### src/rtl/yuv_fmt_pkg.sv
package yuv_fmt_pkg;
    timeunit 1ns;
    timeprecision 100ps;

    typedef struct packed {
        logic wide;
        logic swap;
        logic pol;
        logic oe_sel;
    } fmt_cfg_t;

    localparam int PH_W = 2;
endpackage

### src/rtl/yuv_fmt_cfg.sv
module yuv_fmt_cfg
    import yuv_fmt_pkg::*;
(
    input  logic     clk,
    input  logic     rst_n,
    input  logic     line_i,
    input  fmt_cfg_t cfg_i,
    output logic     start_o,
    output fmt_cfg_t cfg_eff_o,
    output fmt_cfg_t cfg_q_o
);
    timeunit 1ns;
    timeprecision 100ps;

    typedef struct packed {
        logic     line;
        fmt_cfg_t cfg;
    } st_t;

    st_t st_d, st_q;

    always_comb begin
        st_d      = st_q;
        start_o   = line_i & ~st_q.line;
        cfg_eff_o = start_o ? cfg_i : st_q.cfg;
        st_d.line = line_i;
        st_d.cfg  = cfg_eff_o;
    end

    always_ff @(posedge clk or negedge rst_n) begin
        if (!rst_n) st_q <= '0;
        else        st_q <= st_d;
    end

    assign cfg_q_o = st_q.cfg;

    AST_CFG_HOLD: assert property (@(posedge clk) disable iff (!rst_n)
        (st_q.line && line_i) |=> $stable(st_q.cfg));
endmodule

### src/rtl/yuv_fmt_seq.sv
module yuv_fmt_seq
    import yuv_fmt_pkg::*;
#(
    parameter int             DW      = 8,
    parameter logic [DW-1:0]  BLANK_Y = 8'h10,
    parameter logic [DW-1:0]  BLANK_C = 8'h80
) (
    input  logic          clk,
    input  logic          rst_n,
    input  logic          line_i,
    input  logic          start_i,
    input  logic          wide_i,
    input  logic          swap_i,
    input  logic [DW-1:0] y_i,
    input  logic [DW-1:0] u_i,
    input  logic [DW-1:0] v_i,
    output logic [2*DW-1:0] data_o
);
    timeunit 1ns;
    timeprecision 100ps;

    localparam int OW = 2 * DW;

    typedef struct packed {
        logic [PH_W-1:0] ph;
        logic [OW-1:0]   data;
    } st_t;

    st_t st_d, st_q;
    logic [PH_W-1:0] ph_eff;
    logic [DW-1:0]   lead_c, trail_c;

    always_comb begin
        st_d    = st_q;
        ph_eff  = start_i ? '0 : st_q.ph;
        lead_c  = swap_i ? u_i : v_i;
        trail_c = swap_i ? v_i : u_i;
        if (!line_i) begin
            st_d.data = wide_i ? {BLANK_C, BLANK_Y} : {{DW{1'b0}}, BLANK_Y};
        end else begin
            st_d.ph = ph_eff + 1'b1;
            if (wide_i) begin
                st_d.data = {(ph_eff[0] ? trail_c : lead_c), y_i};
            end else begin
                unique case (ph_eff)
                    2'd0:    st_d.data = {{DW{1'b0}}, lead_c};
                    2'd2:    st_d.data = {{DW{1'b0}}, trail_c};
                    default: st_d.data = {{DW{1'b0}}, y_i};
                endcase
            end
        end
    end

    always_ff @(posedge clk or negedge rst_n) begin
        if (!rst_n) st_q <= '{ph: '0, data: {{DW{1'b0}}, BLANK_Y}};
        else        st_q <= st_d;
    end

    assign data_o = st_q.data;

    AST_PHASE_RESTART: assert property (@(posedge clk) disable iff (!rst_n)
        start_i |=> (st_q.ph == 2'd1));
    AST_BLANK_LUMA: assert property (@(posedge clk) disable iff (!rst_n)
        !line_i |=> (st_q.data[DW-1:0] == BLANK_Y));
    AST_LUMA_LANE: assert property (@(posedge clk) disable iff (!rst_n)
        (line_i && wide_i) |=> (st_q.data[DW-1:0] == $past(y_i)));
    AST_NARROW_UPPER: assert property (@(posedge clk) disable iff (!rst_n)
        (line_i && !wide_i) |=> (st_q.data[OW-1:DW] == '0));
endmodule

### src/rtl/yuv_bus_fmt.sv
module yuv_bus_fmt
    import yuv_fmt_pkg::*;
#(
    parameter int DW = 8
) (
    input  logic          clk,
    input  logic          rst_n,
    input  logic          line_valid_i,
    input  logic [DW-1:0] y_i,
    input  logic [DW-1:0] u_i,
    input  logic [DW-1:0] v_i,
    input  logic          cfg_wide_i,
    input  logic          cfg_swap_i,
    input  logic          cfg_pclk_pol_i,
    input  logic          cfg_oe_pin_en_i,
    input  logic          oe_pin_i,
    output logic [2*DW-1:0] data_o,
    output logic          data_oe_o,
    output logic          pclk_o
);
    timeunit 1ns;
    timeprecision 100ps;

    fmt_cfg_t cfg_in, cfg_eff, cfg_q;
    logic     start;

    typedef struct packed {
        logic oe;
    } st_t;

    st_t st_d, st_q;

    assign cfg_in = '{wide: cfg_wide_i, swap: cfg_swap_i,
                      pol: cfg_pclk_pol_i, oe_sel: cfg_oe_pin_en_i};

    yuv_fmt_cfg i_cfg (
        .clk       (clk),
        .rst_n     (rst_n),
        .line_i    (line_valid_i),
        .cfg_i     (cfg_in),
        .start_o   (start),
        .cfg_eff_o (cfg_eff),
        .cfg_q_o   (cfg_q)
    );

    yuv_fmt_seq #(.DW(DW)) i_seq (
        .clk     (clk),
        .rst_n   (rst_n),
        .line_i  (line_valid_i),
        .start_i (start),
        .wide_i  (cfg_eff.wide),
        .swap_i  (cfg_eff.swap),
        .y_i     (y_i),
        .u_i     (u_i),
        .v_i     (v_i),
        .data_o  (data_o)
    );

    always_comb begin
        st_d    = st_q;
        st_d.oe = cfg_eff.oe_sel ? oe_pin_i : 1'b1;
    end

    always_ff @(posedge clk or negedge rst_n) begin
        if (!rst_n) st_q <= '{oe: 1'b1};
        else        st_q <= st_d;
    end

    assign data_oe_o = st_q.oe;
    assign pclk_o    = cfg_q.pol ? clk : ~clk;

    AST_OE_FORCED: assert property (@(posedge clk) disable iff (!rst_n)
        !cfg_eff.oe_sel |=> data_oe_o);
    AST_OE_PIN: assert property (@(posedge clk) disable iff (!rst_n)
        cfg_eff.oe_sel |=> (data_oe_o == $past(oe_pin_i)));
endmodule

### config.mk
export PLATFORM = sky130hd
export DESIGN_NAME = yuv_bus_fmt
export DESIGN_NICKNAME = d
export VERILOG_FILES = /design/src/rtl/yuv_fmt_pkg.sv /design/src/rtl/yuv_fmt_cfg.sv /design/src/rtl/yuv_fmt_seq.sv /design/src/rtl/yuv_bus_fmt.sv
export SDC_FILE = /design/constraint.sdc
export NUM_CORES = 1
export LEC_CHECK = 0
export CORE_ASPECT_RATIO = 0.6
export CORE_MARGIN = 10
export CORE_UTILIZATION = 46
export DETAILED_ROUTE_END_ITERATION = 10
export PLACE_DENSITY = 0.86
export SYNTH_ARGS = -nofsm -noshare
export SYNTH_HDL_FRONTEND = slang
export SYNTH_SLANG_ARGS = --single-unit
export TNS_END_PERCENT = 20
### constraint.sdc
create_clock -name clk -period 2.2 [get_ports clk]
set_input_delay 0.44 -clock clk [delete_from_list [all_inputs] [get_ports clk]]
set_output_delay 0.44 -clock clk [all_outputs]
set_load 0.05 [all_outputs]
==> flow_summary_export.csv <==
group,metric,value,unit
grt,grt_max_degree,25,
timing,hold_viol_final,0,
grt,overflow,0,
power_and_ir_drop,p_per_area,898,nW/µm²
setup_path,critical_path.cell_chain,"clkdlybuf4s50_1",
synth,ys_async_sr_fraction,100,%
floorplanning,die-width,93.9,µm
final_layout,final_layout_size_suffix_gt1_share,23.8,%
power_and_ir_drop,power_switching,0.000626,W
timing,worstMarginPinSlew,562,ps
place,place_inst,207,
synth,ys_seq_area_share,40.0,%
setup_path,r2r_cells,6,
routing,dr.pass1.iters,4,
routing,drc_errors,0,
timing,finalClockSkew,1.84,ps
final_layout,nets,207,
final_layout,diodes,0,
routing,post_drt_wl_per_cell,18.0,µm
grt,first_global_vias,1214,
setup_path,crit_arrival,1680,ps
synth,yosysWarningCount,0,
setup_path,crit_path_start,"data_oe_o",
setup_path,cp.required,1760,ps
synth,synth_edf_count,0,
place,port_buffers,49,
setup_path,cp_slowest_cell,"clkdlybuf4s50_1",
clocking,cts_setup_buffers,0,
routing,vias,1114,
setup_path,r2r_slack,200,ps
setup_path,crit_family,"buffers and inverters",
place,gp_congestion,0.858,
routing,antenna_left,0,
power_and_ir_drop,p_int,0.00119,W
power_and_ir_drop,total_power,0.00181,W
setup_path,path_depth,1,
timing,fmax,471,MHz
setup_path,slowest_delay,790,ps
setup_path,cp-start-kind,"register",
place,placed_area,1910,µm²
flow_run,maxCapViolCount,0,
routing,totalWireLength,3860,µm
synth,synth.lib_cells_used.distinct,31,
clocking,clk_pin_slew,80,ps
floorplanning,ios,50,
power_and_ir_drop,power_frac_clock,36.7,%
floorplanning,die_area,6050,µm²
synth,synth_area,1510,µm²
floorplanning,die_y,64.4,µm
timing,post-route-period-util,96.4,%
hold_path,hold_class,"input port to asynchronous set/reset pin",
setup_path,critPathBufInv,1,
routing,route.met3.wl,340,µm
timing,slew_viol_final,0,
routing,met1_length,1500,µm
floorplanning,coreArea,3000,µm²
setup_path,r2r-end,"i_seq.data_o[3]",
synth,synth_flop_cell,"dfrtp_1",
synth,syn_inst,132,
setup_path,r2r-start,"i_cfg.st_q[4]",
synth,ys_seq_elements,24,
power_and_ir_drop,p_sw_share,34.6,%
synth,avgSynthCellArea,11.4,µm²
floorplanning,initial_core_util,50.2,%
final_layout,layout_commonest_cell,"clkdlybuf4s50_1",
setup_path,criticalPathCategory,"register to primary output",
floorplanning,rows,15,
timing,rsz0062_at_grt,"false",
setup_path,crit_fanout,1,
power_and_ir_drop,p_seq_share,29.4,%
routing,via_per_inst,5.21,
synth,synth_nets,166,
timing,period_needed,2120,ps
clocking,holdBufCountCts,0,
power_and_ir_drop,power_frac_comb,34.0,%
clocking,tritoncts,"done",
final_layout,layout-area-overhead-vs-synth,33.7,%
outcome,status,"finished, final reports clean",
final_layout,fin_cells,214,
timing,setup_viol,0,
routing,wl_met2,1970,µm
power_and_ir_drop,p_leak,0.876,nW
grt,groute.usage.overall,13.2,%
clocking,insertion_delay,370,ps
grt,antenna_found_initial,0,
final_layout,final_cell_area,2020,µm²
setup_path,cp-end-kind,"primary output",
routing,drt-initial-drc-count,86,
place,dp_hpwl,3010,µm
timing,relSlewSlack,62.3,%
routing,highest_layer,"met4",
power_and_ir_drop,ir_worst_vdd,0.489,mV
final_layout,layout_common_cells,"clkdlybuf4s50_1 (48), dfrtp_1 (22), mux2_2 (14), mux2i_1 (9), a21oi_1 (9)",
grt,grt_pass1_wl,6220,µm
setup_path,crit_end,"data_oe_o",
power by group through the flow:
stage               clock network [W]  registers [W]  logic, W
floorplan                    0.000111       0.000537  0.000479
global placement             0.000148       0.000535  0.000588
detailed placement           0.000148       0.000539  0.000613
CTS                          0.000669       0.000531  0.000616
global route                 0.000711       0.000535  0.000651
finish                       0.000664       0.000532  0.000615
layer usage:
layer / GRT usage, % / up-vias
met5: 0 / -
met4: 5.09 / 0
met3: 6.76 / 4
met2: 21.8 / 46
met1: 14.1 / 534
li1: - / 530
state kept, by name, indices dropped and copies added, names as in the netlist:
name           cells
data_oe_o          1
i_cfg.cfg_q_o      4
i_cfg.st_q         1
i_seq.data_o      16
i_seq.st_q         2
area by class of cell:
type | count | area (µm²)
Fill cell | 211 | 985
Multi-Input combinational cell | 83 | 704
Sequential cell | 24 | 603
Timing Repair Buffer | 53 | 518
Clock buffer | 7 | 90.1
Tap cell | 42 | 52.6
Clock inverter | 1 | 30.0
Inverter | 4 | 20.0
cells in the mapped netlist, types with 2 or more instances:
master / n / area share [%]
buf_6: 2 / 1.5
mux2_2: 14 / 10
buf_4: 16 / 8.0
nand2b_1: 2 / 0.83
nor2_1: 7 / 1.7
dfstp_2: 2 / 3.5
a21oi_1: 9 / 3.0
mux2_4: 7 / 7.0
a22oi_1: 7 / 3.5
inv_1: 3 / 0.75
ha_1: 2 / 1.7
dfrtp_1: 22 / 36
mux2i_1: 9 / 6.0
nand2_1: 7 / 1.7
o21ai_0: 7 / 2.3
cell families after synthesis:
kind of cell | count (synthesis) | synth area share [%]
xor gates and xnor gates | 2 | 2.40
DFF | 24 | 40.0
AOI/OAI and AO/OA | 28 | 11.3
muxes | 31 | 24.9
adders and majority gates | 2 | 1.66
buffers and inverters | 25 | 13.8
and+or+nand+nor | 20 | 5.97
how the worst min path moves through the flow:
stage,depth (start not counted),start,to,slack [ps]
floorplan,0,rst_n,i_cfg.cfg_q_o[0],140
global placement,1,i_cfg.cfg_q_o[0],i_cfg.cfg_q_o[0],480
detailed placement,1,i_cfg.cfg_q_o[0],i_cfg.cfg_q_o[0],490
CTS,2,rst_n,i_seq.st_q[17],430
global route,2,rst_n,i_seq.st_q[17],450
finish,2,rst_n,i_seq.st_q[17],420
per-stage QoR:
step / hold slack (ps) / worst slack, ps / util, % / setup TNS (ps)
final: 419 / 78.4 / 67.2 / 0
after global routing: 446 / 25.8 / 67.2 / 0
after CTS: 428 / 46.1 / 67.1 / 0
after detailed placement: 494 / -234 / 63.5 / -1150
after global placement: 483 / -234 / 63.5 / -557
after floorplan: 144 / 173 / - / 0
repair_timing:
item | in CTS | in global routing
endpoints found under the setup margin | 1 | 1
resized for setup | 5 | 1
endpoints found under the hold margin | 0 | 0
Note: power is estimated with default switching activity, not from simulation.
